<file path="config.mk">
export PLATFORM = sky130hd
export DESIGN_NAME = wiper_ctl_top
export DESIGN_NICKNAME = d
export VERILOG_FILES = /design/src/rtl/wiper_ctl_pkg.sv /design/src/rtl/wiper_pin_sync.sv /design/src/rtl/wiper_serial_fsm.sv /design/src/rtl/wiper_bank.sv /design/src/rtl/wiper_ctl_top.sv
export SDC_FILE = /design/constraint.sdc
export NUM_CORES = 1
export LEC_CHECK = 0
export ABC_CLOCK_PERIOD_IN_PS = 1600
export CORE_ASPECT_RATIO = 0.5
export CORE_MARGIN = 5
export CORE_UTILIZATION = 50
export DETAILED_ROUTE_END_ITERATION = 10
export DONT_BUFFER_PORTS = 1
export PLACE_DENSITY = 0.68
export SYNTH_ARGS = -nofsm -noshare
export SYNTH_HDL_FRONTEND = slang
export SYNTH_SLANG_ARGS = --single-unit
</file>
<file path="constraint.sdc">
create_clock -name clk -period 1.6 [get_ports clk]
set_input_delay 0.4 -clock clk [delete_from_list [all_inputs] [get_ports clk]]
set_output_delay 0.4 -clock clk [all_outputs]
set_load 0.1 [all_outputs]
</file>
<file path="src/rtl/wiper_ctl_pkg.sv">
package wiper_ctl_pkg;

    typedef enum logic [1:0] {
        ST_IDLE  = 2'd0,
        ST_SHIFT = 2'd1,
        ST_LOAD  = 2'd2,
        ST_DROP  = 2'd3
    } ser_state_t;

endpackage

</file>
<file path="src/rtl/wiper_pin_sync.sv">
module wiper_pin_sync #(
    parameter int   STAGES  = 2,
    parameter logic RST_VAL = 1'b0
) (
    input  logic clk,
    input  logic rst_n,
    input  logic din,
    output logic level
);

    logic [STAGES-1:0] chain_q;

    for (genvar i = 0; i < STAGES; i++) begin : g_stage
        if (i == 0) begin : g_first
            always_ff @(posedge clk or negedge rst_n) begin
                if (!rst_n) chain_q[i] <= RST_VAL;
                else        chain_q[i] <= din;
            end
        end else begin : g_next
            always_ff @(posedge clk or negedge rst_n) begin
                if (!rst_n) chain_q[i] <= RST_VAL;
                else        chain_q[i] <= chain_q[i-1];
            end
        end
    end

    assign level = chain_q[STAGES-1];

endmodule

</file>
<file path="src/rtl/wiper_serial_fsm.sv">
module wiper_serial_fsm
    import wiper_ctl_pkg::*;
#(
    parameter int ADDR_W = 2,
    parameter int CODE_W = 8,
    parameter int SEL_W  = 1,
    localparam int FRAME_W = ADDR_W + CODE_W,
    localparam int CNT_W   = $clog2(FRAME_W + 2)
) (
    input  logic              clk,
    input  logic              rst_n,
    input  logic              cs_lvl,
    input  logic              sck_lvl,
    input  logic              sdi_lvl,
    output logic              load_stb,
    output logic [SEL_W-1:0]  load_sel,
    output logic [CODE_W-1:0] load_code,
    output logic              sdo
);

    localparam logic [CNT_W-1:0] CNT_FULL = CNT_W'(FRAME_W);
    localparam logic [CNT_W-1:0] CNT_OVER = CNT_W'(FRAME_W + 1);
    localparam logic [CNT_W-1:0] CNT_ONE  = CNT_W'(1);

    ser_state_t         state_q, state_d;
    logic               cs_prev_q, sck_prev_q;
    logic               cs_rise, cs_fall, sck_rise, sck_fall;
    logic [FRAME_W-1:0] shreg_q;
    logic [CNT_W-1:0]   cnt_q;
    logic               out_bit_q;
    logic               sdo_q;

    assign cs_rise  =  cs_lvl  & ~cs_prev_q;
    assign cs_fall  = ~cs_lvl  &  cs_prev_q;
    assign sck_rise =  sck_lvl & ~sck_prev_q;
    assign sck_fall = ~sck_lvl &  sck_prev_q;

    // state register
    always_ff @(posedge clk or negedge rst_n) begin
        if (!rst_n) state_q <= ST_IDLE;
        else        state_q <= state_d;
    end

    // transitions
    always_comb begin
        state_d = state_q;
        unique case (state_q)
            ST_IDLE:  if (cs_fall) state_d = ST_SHIFT;
            ST_SHIFT: if (cs_rise) state_d = (cnt_q == CNT_FULL) ? ST_LOAD : ST_DROP;
            ST_LOAD:  state_d = ST_IDLE;
            ST_DROP:  state_d = ST_IDLE;
            default:  state_d = ST_IDLE;
        endcase
    end

    // shift path, bit counter and daisy-chain output
    always_ff @(posedge clk or negedge rst_n) begin
        if (!rst_n) begin
            cs_prev_q  <= 1'b1;
            sck_prev_q <= 1'b0;
            shreg_q    <= '0;
            cnt_q      <= '0;
            out_bit_q  <= 1'b0;
            sdo_q      <= 1'b0;
        end else begin
            cs_prev_q  <= cs_lvl;
            sck_prev_q <= sck_lvl;
            if (state_q == ST_IDLE && cs_fall) begin
                cnt_q <= '0;
            end
            if (state_q == ST_SHIFT && sck_rise) begin
                out_bit_q <= shreg_q[FRAME_W-1];
                shreg_q   <= {shreg_q[FRAME_W-2:0], sdi_lvl};
                if (cnt_q != CNT_OVER) cnt_q <= cnt_q + CNT_ONE;
            end
            if (state_q == ST_SHIFT && sck_fall) begin
                sdo_q <= out_bit_q;
            end
        end
    end

    // outputs
    always_comb begin
        load_stb  = (state_q == ST_LOAD);
        load_sel  = shreg_q[CODE_W +: SEL_W];
        load_code = shreg_q[CODE_W-1:0];
        sdo       = sdo_q;
    end

    // a latch write always follows a rising select edge
    p_load_after_cs_r2: assert property (@(posedge clk) disable iff (!rst_n)
        (state_q == ST_LOAD) |-> $past(cs_rise));

    // a wrong bit count ends in the drop state
    p_bad_count_drops_r4: assert property (@(posedge clk) disable iff (!rst_n)
        (state_q == ST_SHIFT && cs_rise && cnt_q != CNT_FULL) |=> (state_q == ST_DROP));

    // the serial output moves only after a falling serial clock edge
    p_sdo_on_fall_r5: assert property (@(posedge clk) disable iff (!rst_n)
        !sck_fall |=> $stable(sdo_q));

    // nothing shifts outside a frame
    p_idle_no_shift_r8: assert property (@(posedge clk) disable iff (!rst_n)
        (state_q == ST_IDLE) |=> $stable(shreg_q));

endmodule

</file>
<file path="src/rtl/wiper_bank.sv">
module wiper_bank #(
    parameter int NCH    = 2,
    parameter int CODE_W = 8,
    parameter int SEL_W  = 1,
    localparam logic [CODE_W-1:0] MID = CODE_W'(1 << (CODE_W - 1))
) (
    input  logic                  clk,
    input  logic                  rst_n,
    input  logic                  load_stb,
    input  logic [SEL_W-1:0]      load_sel,
    input  logic [CODE_W-1:0]     load_code,
    input  logic                  shdn_lvl,
    output logic [NCH*CODE_W-1:0] wiper_code,
    output logic [NCH-1:0]        term_a_open,
    output logic [NCH-1:0]        wiper_to_b
);

    logic [NCH-1:0][CODE_W-1:0] latch_q;
    logic [NCH-1:0]             open_q, short_q;

    always_ff @(posedge clk or negedge rst_n) begin
        if (!rst_n) begin
            for (int c = 0; c < NCH; c++) begin
                latch_q[c] <= MID;
                open_q[c]  <= 1'b0;
                short_q[c] <= 1'b0;
            end
        end else begin
            for (int c = 0; c < NCH; c++) begin
                if (load_stb && load_sel == SEL_W'(c)) latch_q[c] <= load_code;
                open_q[c]  <= shdn_lvl;
                short_q[c] <= shdn_lvl;
            end
        end
    end

    assign wiper_code  = latch_q;
    assign term_a_open = open_q;
    assign wiper_to_b  = short_q;

    // codes change only on a write strobe, whatever shutdown does
    p_latch_hold_r7: assert property (@(posedge clk) disable iff (!rst_n)
        !load_stb |=> $stable(latch_q));

    // entering shutdown raises every flag on the next clock
    p_flags_follow_r6: assert property (@(posedge clk) disable iff (!rst_n)
        $rose(shdn_lvl) |=> (&term_a_open && &wiper_to_b));

endmodule

</file>
<file path="src/rtl/wiper_ctl_top.sv">
module wiper_ctl_top #(
    parameter int NCH         = 2,
    parameter int CODE_W      = 8,
    parameter int ADDR_W      = 2,
    parameter int SYNC_STAGES = 2,
    localparam int SEL_W = (NCH > 1) ? $clog2(NCH) : 1
) (
    input  logic                  clk,
    input  logic                  rst_n,
    input  logic                  cs_n,
    input  logic                  sck,
    input  logic                  sdi,
    input  logic                  shutdown,
    output logic                  sdo,
    output logic [NCH*CODE_W-1:0] wiper_code,
    output logic [NCH-1:0]        term_a_open,
    output logic [NCH-1:0]        wiper_to_b
);

    logic cs_lvl, sck_lvl, sdi_lvl, shdn_lvl;
    logic              load_stb;
    logic [SEL_W-1:0]  load_sel;
    logic [CODE_W-1:0] load_code;

    wiper_pin_sync #(.STAGES(SYNC_STAGES), .RST_VAL(1'b1)) i_sync_cs (
        .clk(clk), .rst_n(rst_n), .din(cs_n), .level(cs_lvl));
    wiper_pin_sync #(.STAGES(SYNC_STAGES), .RST_VAL(1'b0)) i_sync_sck (
        .clk(clk), .rst_n(rst_n), .din(sck), .level(sck_lvl));
    wiper_pin_sync #(.STAGES(SYNC_STAGES), .RST_VAL(1'b0)) i_sync_sdi (
        .clk(clk), .rst_n(rst_n), .din(sdi), .level(sdi_lvl));
    wiper_pin_sync #(.STAGES(SYNC_STAGES), .RST_VAL(1'b0)) i_sync_shdn (
        .clk(clk), .rst_n(rst_n), .din(shutdown), .level(shdn_lvl));

    wiper_serial_fsm #(.ADDR_W(ADDR_W), .CODE_W(CODE_W), .SEL_W(SEL_W)) i_fsm (
        .clk(clk), .rst_n(rst_n),
        .cs_lvl(cs_lvl), .sck_lvl(sck_lvl), .sdi_lvl(sdi_lvl),
        .load_stb(load_stb), .load_sel(load_sel), .load_code(load_code),
        .sdo(sdo));

    wiper_bank #(.NCH(NCH), .CODE_W(CODE_W), .SEL_W(SEL_W)) i_bank (
        .clk(clk), .rst_n(rst_n),
        .load_stb(load_stb), .load_sel(load_sel), .load_code(load_code),
        .shdn_lvl(shdn_lvl),
        .wiper_code(wiper_code), .term_a_open(term_a_open), .wiper_to_b(wiper_to_b));

    // both flag sets agree and the terminal state is all-or-none
    p_flags_agree_r6: assert property (@(posedge clk) disable iff (!rst_n)
        (term_a_open == wiper_to_b) && ($countones(term_a_open) == 0 || &term_a_open));

endmodule

</file>
==> results of run 1 <==
[layout by cell type (no fill, tap or decap), types with 2 or more instances in the layout]
master | Yosys | routed
sky130_fd_sc_hd__clkbuf_8 | 0 | 6
sky130_fd_sc_hd__dfstp_2 | 5 | 5
sky130_fd_sc_hd__buf_4 | 4 | 7
sky130_fd_sc_hd__buf_12 | 0 | 8
sky130_fd_sc_hd__dfrtp_1 | 40 | 29
sky130_fd_sc_hd__mux2i_1 | 3 | 3
sky130_fd_sc_hd__dfrtp_2 | 0 | 10
sky130_fd_sc_hd__mux2_2 | 29 | 28
sky130_fd_sc_hd__ha_1 | 2 | 2
sky130_fd_sc_hd__inv_1 | 4 | 4
sky130_fd_sc_hd__nand2_1 | 3 | 3
[per-stage QoR]
stage                     total power [mW]  instances  utilization (%)
after floorplan                      2.731        105                -
after detailed placement             3.006        152            60.26
after CTS                            3.763        162            64.68
after global placement               2.960        152            60.26
final                                3.734        164            65.28
after global routing                 3.922        164            65.28
[worst max-delay path: cells and delay by family, from the launching register on]
family / cells / cell delay [ns]
flops: 1 / 0.55
simple gates: 1 / 0.49
mux: 1 / 0.29
compound gates: 1 / 0.13
[layout make-up]
| type | instances | area, sq um | area share [%] |
|---|---|---|---|
| well taps | 40 | 50.05 | 2.445 |
| clock buffers | 6 | 82.58 | 4.034 |
| inverters | 4 | 15.01 | 0.7335 |
| flip-flops and latches | 45 | 1149 | 56.11 |
| repair buffers | 16 | 222.7 | 10.88 |
| multi-input cells | 51 | 514.2 | 25.12 |
| clock inverters | 2 | 13.76 | 0.6724 |
[sequential cells by signal, indices dropped and copies added (netlist names), 2 cells and up]
name,cells
i_bank.wiper_code,16
i_fsm.shreg_q,10
i_fsm.cnt_q,4
i_fsm.state_q,2
[power breakdown]
| part | switching, mW | leakage (nW) | internal [mW] |
|---|---|---|---|
| Combinational | 0.420 | 0.334 | 0.387 |
| Sequential | 0.791 | 0.549 | 1.43 |
| Clock | 0.360 | 0.0512 | 0.350 |
[repair_timing]
action	in CTS	in global routing
hold endpoints to repair	45	0
buffers inserted	0	2
setup endpoints to repair	10	1
gates resized for setup	10	1
hold buffers	2	0
[logic make-up after synthesis]
kind of cell    Yosys count  share of synthesized area, %
compound gates            5                         2.062
fa+ha+maj                 2                         1.473
buf+inv                   9                         3.313
flops                    45                         66.64
mux                      32                         20.99
simple gates             12                         5.523
[metal layers]
metal  wire [um]  track usage, %
met1        1157           15.79
met2        1316           21.01
met3         158           4.985
met4          21           3.941
met5           0               0
[worst paths after layout]
path                                             start                    end  slack [ns]  depth (start not counted)
max in group asynchronous                        rst_n  i_bank.wiper_code[15]        0.76                          2
worst max-delay path                   i_fsm.cs_prev_q         i_fsm.cnt_q[2]        0.03                          3
worst min register to register  i_sync_shdn.chain_q[0]      i_sync_shdn.level        0.36                          0
worst max register to register         i_fsm.cs_prev_q         i_fsm.cnt_q[2]        0.03                          3
worst min-delay path                              cs_n   i_sync_cs.chain_q[0]        0.10                          0
min in group asynchronous                        rst_n       i_fsm.shreg_q[9]        0.57                          2
==> flow_summary.json, run 1 <==
{
  "clock_sinks": 45,
  "worst_ep_arrival_time_ns": 1.74,
  "maxCapViolCount": 0,
  "die_w_um": 92.44,
  "critical-path-max-stage-delay_ns": 0.55,
  "yosys.cell_count.top_type": "sky130_fd_sc_hd__dfrtp_1",
  "worst_path_max_delay_cell": "sky130_fd_sc_hd__dfstp_2",
  "clkTransAtPathRegs_ns": 0.08,
  "drc": 0,
  "placement.setup.worst_slack_ns": 0.05022,
  "synth_sequential_area_ratio_pct": 66.64,
  "dpl.hpwl_um": 1791,
  "cts_max_path_buffers": 2,
  "drt-initial-drc-count": 30,
  "syn-instance-count": 105,
  "initial_core_util_pct": 54.19,
  "cp_cell_sequence": "or4b_4, mux2_4, o2bb2ai_1",
  "synth_edf_count": 0,
  "route.final.wire_length_um": 2653,
  "number_of_h_tree_levels": 2,
  "ioPinCount": 27,
  "worst_setup_path_start_kind": "register",
  "dpl-instance-area_sq_mm": 0.001889,
  "port_buffers": 0,
  "route.detailed.vias_per_inst": 5.482,
  "post-route-min-period_ns": 1.575,
  "wl_per_cell_um": 16.18,
  "worst_slew_margin_rel_pct": 65.94,
  "tritoncts.num_buffers": 5,
  "endpoint_class_of_the_critical_path": "register",
  "floorplan.rows": 14,
  "postSynth.topFlopCell": "sky130_fd_sc_hd__dfrtp_1",
  "netlist_area_before_placement_sq_mm": 0.001699,
  "final_layout_size_suffix_gt1_share_pct": 57.26,
  "whs_ns": 0.1000,
  "run_status": "completed",
  "yosys_register_bits": 45,
  "grt_pass1_vias": 971,
  "hold_path.class": "in -> reg",
  "detail-route-antenna-nets": 0,
  "clk_latency_ns": 0.29,
  "wire_length_of_the_first_global_routing_pass_um": 4678,
  "synth.top_cell.area_share_pct": 58.91,
  "grt_start_max_net_pins": 46,
  "synthArstFlopShare_pct": 100.0,
  "worstPathMaxFanout": 3,
  "grt_use_total_pct": 12.74,
  "avgSynthCellArea_sq_um": 16.18,
  "number_of_warnings_reported_in_the_yosys_synthesis_log": 0,
  "fin_setup_tns_ns": 0,
  "final_hold_viol_count": 0,
  "drt_pre_antenna_iters": 4,
  "layout.filler_cells": 215,
  "clock_tree_from_tritoncts": "built",
  "yosys.area.top_type": "sky130_fd_sc_hd__dfrtp_1",
  "synth.net_count": 113,
  "setup_viol_count_final": 0,
  "layout_setup_ws_ns": 0.02519,
  "finish.instance_area_sq_mm": 0.002047,
  "post_synth_num_cell_types": 23,
  "grt_remaining_overflow": 0,
  "p_leak_nw": 0.9347,
  "cp_data_required_time_ns": 1.77,
  "rsz0062_at_grt": "no",
  "flow.area_growth_from_synthesis_pct": 20.47,
  "worst_ir_drop_vdd_mv": 0.7864,
  "power_per_cell_area_mw_per_mm2": 1824,
  "die_height_um": 51.22,
  "synth_top_cells_by_count": "40 x sky130_fd_sc_hd__dfrtp_1, 29 x sky130_fd_sc_hd__mux2_2, 5 x sky130_fd_sc_hd__dfstp_2",
  "fp.coreArea_sq_mm": 0.003136,
  "die-area_sq_mm": 0.004735,
  "report.final.slew_viol_count": 0,
  "achievable-frequency_ghz": 0.6350,
  "via_count": 899,
  "min_period_over_period_pct": 98.43,
  "design.final.nets": 131,
  "diodes_inserted": 0,
  "worstMarginPinSlew_ns": 0.5109,
  "ys_top_cells_by_area": "sky130_fd_sc_hd__dfrtp_1 59%, sky130_fd_sc_hd__mux2_2 19%, sky130_fd_sc_hd__dfstp_2 7.7%",
  "grt_antenna_before_repair": 0,
  "routability_congestion": 0.6779,
  "cts.root.buffer_cell": "sky130_fd_sc_hd__clkbuf_8",
  "crit_path_class": "reg -> reg",
  "fin_skew_ns": 0.007853
}
Power figures use the tool's default switching activity.
==> inputs of run 2 (changes only) <==
CORE_UTILIZATION = 54   (was 50)
PLACE_DENSITY = 0.72   (was 0.68)
==> flow_summary.json, run 2 (synthesis gave the netlist of run 1 again) <==
{
  "setup_viol_count_final": 0,
  "layout.filler_cells": 189,
  "final_util_pct": 68.15,
  "initial_core_util_pct": 56.40,
  "maxCapViolCount": 0,
  "tritoncts.num_buffers": 5,
  "cp_data_required_time_ns": 1.20,
  "worst_slew_margin_rel_pct": 66.65,
  "grt_use_total_pct": 14.18,
  "die_height_um": 49.67,
  "report.final.slew_viol_count": 0,
  "diodes_inserted": 0,
  "detail-route-antenna-nets": 0,
  "route.detailed.vias_per_inst": 5.453,
  "final_cell_mix": "31 x sky130_fd_sc_hd__dfrtp_1, 29 x sky130_fd_sc_hd__mux2_2, 9 x sky130_fd_sc_hd__buf_12",
  "clkTransAtPathRegs_ns": 0.08,
  "design.final.nets": 128,
  "final_hold_viol_count": 0,
  "endpoint_class_of_the_critical_path": "output port",
  "dpl.hpwl_um": 1758,
  "clock_tree_from_tritoncts": "built",
  "fin_skew_ns": 0.01077,
  "p_leak_nw": 0.9268,
  "fp.coreArea_sq_mm": 0.003013,
  "rsz0062_at_grt": "no",
  "run_status": "completed",
  "layout_setup_ws_ns": 0.03771,
  "final_layout_size_suffix_gt1_share_pct": 54.55,
  "die_w_um": 89.33,
  "floorplan.rows": 14,
  "fin_setup_tns_ns": 0,
  "number_of_h_tree_levels": 2,
  "finish.instance_area_sq_mm": 0.002053,
  "crit_path_class": "reg -> out",
  "worst_setup_path_start_kind": "register",
  "clk_latency_ns": 0.30,
  "dpl-instance-area_sq_mm": 0.001894,
  "worstPathMaxFanout": 2,
  "achievable-frequency_ghz": 0.6401,
  "cts_max_path_buffers": 2,
  "mostFrequentLayoutCell": "sky130_fd_sc_hd__dfrtp_1",
  "worstMarginPinSlew_ns": 0.4988,
  "port_buffers": 0,
  "wl_per_cell_um": 16.17,
  "drt_pre_antenna_iters": 4,
  "multiInputGateArea_sq_um": 510.5,
  "whs_ns": 0.09172,
  "min_period_over_period_pct": 97.64,
  "grt_start_max_net_pins": 46,
  "cts.root.buffer_cell": "sky130_fd_sc_hd__clkbuf_8",
  "power_per_cell_area_mw_per_mm2": 1913,
  "hold_path.class": "in -> reg",
  "worst_ep_arrival_time_ns": 1.16,
  "worst_ir_drop_vdd_mv": 1.212,
  "grt_antenna_before_repair": 0,
  "grt_remaining_overflow": 0,
  "drt-initial-drc-count": 44,
  "routability_congestion": 0.6775,
  "area.sequential_sq_mm": 0.001150,
  "via_count": 878,
  "largest_reg_flops": 16,
  "drc": 0,
  "grt_pass1_vias": 917,
  "ioPinCount": 27,
  "reg2reg_slack_ns": 0.06,
  "clock_sinks": 45,
  "post-route-min-period_ns": 1.562,
  "die-area_sq_mm": 0.004437,
  "route.final.wire_length_um": 2604,
  "placement.setup.worst_slack_ns": 0.07665,
  "flow.area_growth_from_synthesis_pct": 20.84,
  "wire_length_of_the_first_global_routing_pass_um": 4554
}
-- run 2: final timing paths --
kind                                        start                    to  depth (start not counted)
min                                          cs_n  i_sync_cs.chain_q[0]                          0
max reg2reg                       i_fsm.cs_prev_q        i_fsm.cnt_q[2]                          3
min reg2reg                i_sync_shdn.chain_q[0]     i_sync_shdn.level                          0
min in group asynchronous                   rst_n      i_fsm.shreg_q[8]                          2
max                         i_bank.wiper_code[15]        wiper_code[15]                          0
max in group asynchronous                   rst_n       i_fsm.cs_prev_q                          2
-- run 2: layout make-up --
class	count	share of cell area (%)
well taps	40	2.438
flip-flops and latches	45	56.00
clock buffers	5	3.352
repair buffers	13	10.36
multi-input cells	51	24.86
inverters	4	0.7313
clock inverters	3	2.255
-- run 2: worst reg2reg max path, delay by kind of cell, from the launching register on --
kind,cells,cell delay (ns)
mux,1,0.28
simple gates,1,0.49
flops,1,0.55
compound gates,1,0.11
-- run 2: where the power goes --
part           internal, mW  switching, mW  total (mW)
Clock                 0.467          0.394       0.861
Combinational         0.418          0.515       0.933
Sequential             1.43          0.704        2.13
-- run 2: layer usage --
layer  vias up  GRT usage, %  share of wire, %  wire [um]
li1        398             -                 -          -
met5         -             0                 0          0
met2        16         20.29                47       1220
met4         0         5.198               1.5         39
met1       457         18.24                45       1177
met3         7         7.488               6.4        166
-- run 2: what timing repair did --
| action | 4_1_cts | 5_1_grt |
|---|---|---|
| gates resized for setup | 8 | 1 |
| pin swaps | 0 | 0 |
| endpoints found under the setup margin | 8 | 1 |
| endpoints found under the hold margin | 45 | 0 |
| cloned | 0 | 0 |
| setup buffers | 0 | 0 |
| hold buffers | 2 | 0 |
-- run 2: metrics by stage --
step,cells,power (mW)
2_1_floorplan,105,2.731
3_3_place_gp,151,3.004
3_5_place_dp,151,3.055
4_1_cts,161,3.957
5_1_grt,161,4.112
6_report,161,3.927
==> inputs of run 3 (changes only) <==
ABC_CLOCK_PERIOD_IN_PS = 1730   (was 1600)
CORE_UTILIZATION = 60   (was 54)
PLACE_DENSITY = 0.76   (was 0.72)
SETUP_SLACK_MARGIN = 0.5   (was unset)
clock period = 1.73 ns   (was 1.6 ns; I/O delays follow)
==> flow_summary.json, run 3 (synthesis gave the netlist of run 1 again) <==
{
  "drt-initial-drc-count": 51,
  "largest_reg_flops": 16,
  "clk_latency_ns": 0.30,
  "wire_length_of_the_first_global_routing_pass_um": 5858,
  "report.final.slew_viol_count": 0,
  "grt_remaining_overflow": 0,
  "cp_cell_sequence": "or4b_4, mux2_4, o2bb2ai_2",
  "cp_data_required_time_ns": 1.92,
  "flow.area_growth_from_synthesis_pct": 36.30,
  "design.final.nets": 133,
  "grt_pass1_vias": 1084,
  "number_of_h_tree_levels": 2,
  "die_w_um": 85.26,
  "wl_per_cell_um": 24.07,
  "cts.root.buffer_cell": "sky130_fd_sc_hd__clkbuf_8",
  "min_period_over_period_pct": 90.55,
  "achievable-frequency_ghz": 0.6384,
  "mostFrequentLayoutCell": "sky130_fd_sc_hd__mux2_4",
  "clock_sinks": 45,
  "final_cell_mix": "29 x sky130_fd_sc_hd__mux2_4, 22 x sky130_fd_sc_hd__dfrtp_1, 16 x sky130_fd_sc_hd__dfrtp_4",
  "drt_pre_antenna_iters": 4,
  "routability_congestion": 0.6932,
  "fp.coreArea_sq_mm": 0.002651,
  "post_layout_nonfiller_instances": 163,
  "r2r_start": "i_fsm.cs_prev_q",
  "ioPinCount": 27,
  "route.final.wire_length_um": 3923,
  "floorplan.rows": 13,
  "clkTransAtPathRegs_ns": 0.09,
  "cell_count_post_placement": 140,
  "power_per_cell_area_mw_per_mm2": 1698,
  "cts_max_path_buffers": 2,
  "reg2reg_slack_ns": 0.16,
  "grt_start_max_net_pins": 46,
  "worst_path_max_delay_cell": "sky130_fd_sc_hd__dfstp_2",
  "grt_use_total_pct": 21.15,
  "worstRegToRegCells": 3,
  "whs_ns": -0.1823,
  "final_hold_viol_count": 45,
  "hold_path.class": "in -> async",
  "drc": 0,
  "clock_tree_from_tritoncts": "built",
  "multiInputGateArea_sq_um": 680.7,
  "initial_core_util_pct": 64.09,
  "route.detailed.vias_per_inst": 5.718,
  "fin_skew_ns": 0.01074,
  "die-area_sq_mm": 0.004061,
  "diodes_inserted": 0,
  "final_layout_size_suffix_gt1_share_pct": 68.25,
  "endpoint_class_of_the_critical_path": "register",
  "p_leak_nw": 1.036,
  "timing.rr.end": "i_fsm.cnt_q[2]",
  "critical-path-max-stage-delay_ns": 0.54,
  "maxCapViolCount": 0,
  "crit_path_class": "reg -> reg",
  "failing_checks": "hold timing",
  "setup_viol_count_final": 0,
  "layout.filler_cells": 90,
  "tritoncts.num_buffers": 5,
  "detail-route-antenna-nets": 0,
  "rsz0062_at_grt": "yes",
  "dpl.hpwl_um": 1971,
  "worstMarginPinSlew_ns": 0.3229,
  "worst_setup_path_start_kind": "register",
  "area.sequential_sq_mm": 0.001202,
  "port_buffers": 0,
  "worst_slew_margin_rel_pct": 78.47,
  "grt_antenna_before_repair": 0,
  "post-route-min-period_ns": 1.566,
  "worst_ir_drop_vdd_mv": 1.031,
  "worstPathMaxFanout": 3,
  "via_count": 932,
  "fin_setup_tns_ns": 0,
  "worst_ep_arrival_time_ns": 1.75,
  "die_height_um": 47.63,
  "run_status": "finished, violations left"
}
==> run 3: cell types whose count changed in the layout (fill, tap and decap cells not counted), sizes merged <==
cell         delta
clkinv          -1
dlygate4sd3     -1
buf             +6
clkbuf          +2
clkinvlp        -1
==> run 3: final cells by class <==
type                    count  share of cell area (%)
flip-flops and latches     45                   51.92
multi-input cells          51                   29.39
repair buffers             18                   11.02
clock buffers               7                   3.728
well taps                  37                   1.999
clock inverters             1                   1.297
inverters                   4                  0.6483
==> run 3: worst max path at each step <==
stage,startpoint,cells after the start,end
global route,i_bank.term_a_open[0],1,wiper_to_b[1]
global placement,i_fsm.cs_prev_q,3,i_fsm.cnt_q[2]
detailed placement,i_fsm.state_q[0],3,i_fsm.cnt_q[2]
CTS,i_bank.term_a_open[0],1,term_a_open[0]
floorplan,i_fsm.cs_prev_q,3,i_fsm.cnt_q[2]
finish,i_fsm.cs_prev_q,3,i_fsm.cnt_q[2]
==> run 3: power breakdown <==
group | internal, mW | total (mW) | switching (mW)
combinational | 0.479 | 0.737 | 0.258
sequential | 1.37 | 2.37 | 1.00
clock | 0.471 | 0.820 | 0.349
total | 2.32 | 3.93 | 1.61
==> run 3: critical path: cells and delay by family (launching register included) <==
kind               cells  cell delay (ns)
AOI/OAI and AO/OA      1             0.12
and+or+nand+nor        1             0.49
muxes                  1             0.30
DFF                    1             0.54
==> run 3: metrics by stage <==
step / setup WS (ns) / util, % / hold slack [ns] / power, mW / cell area (sq um)
6_report: 0.1636 / 87.35 / -0.1823 / 3.932 / 2316
5_1_grt: 0.1352 / 87.35 / -0.1998 / 4.069 / 2316
4_1_cts: 0.1781 / 84.62 / -0.1839 / 3.810 / 2243
3_5_place_dp: 0.1872 / 70.13 / 0.1377 / 2.843 / 1859
3_3_place_gp: 0.2291 / 70.13 / 0.1382 / 2.778 / 1859
2_1_floorplan: 0.2444 / - / 0.1369 / 2.705 / 1839
==> run 3: per-layer routing <==
layer	track usage, %	vias to the layer above	share of wire (%)
li1	-	408	-
met1	22.91	489	44
met2	37.50	28	48
met3	8.076	7	6.0
met4	12.62	0	1.4
met5	0	-	0
==> run 3: timing repair <==
action,CTS,global route
gates resized for setup,37,10
setup endpoints to repair,53,54
hold endpoints to repair,45,45
setup buffers,11,3
gates cloned,1,0
pin swaps,3,1
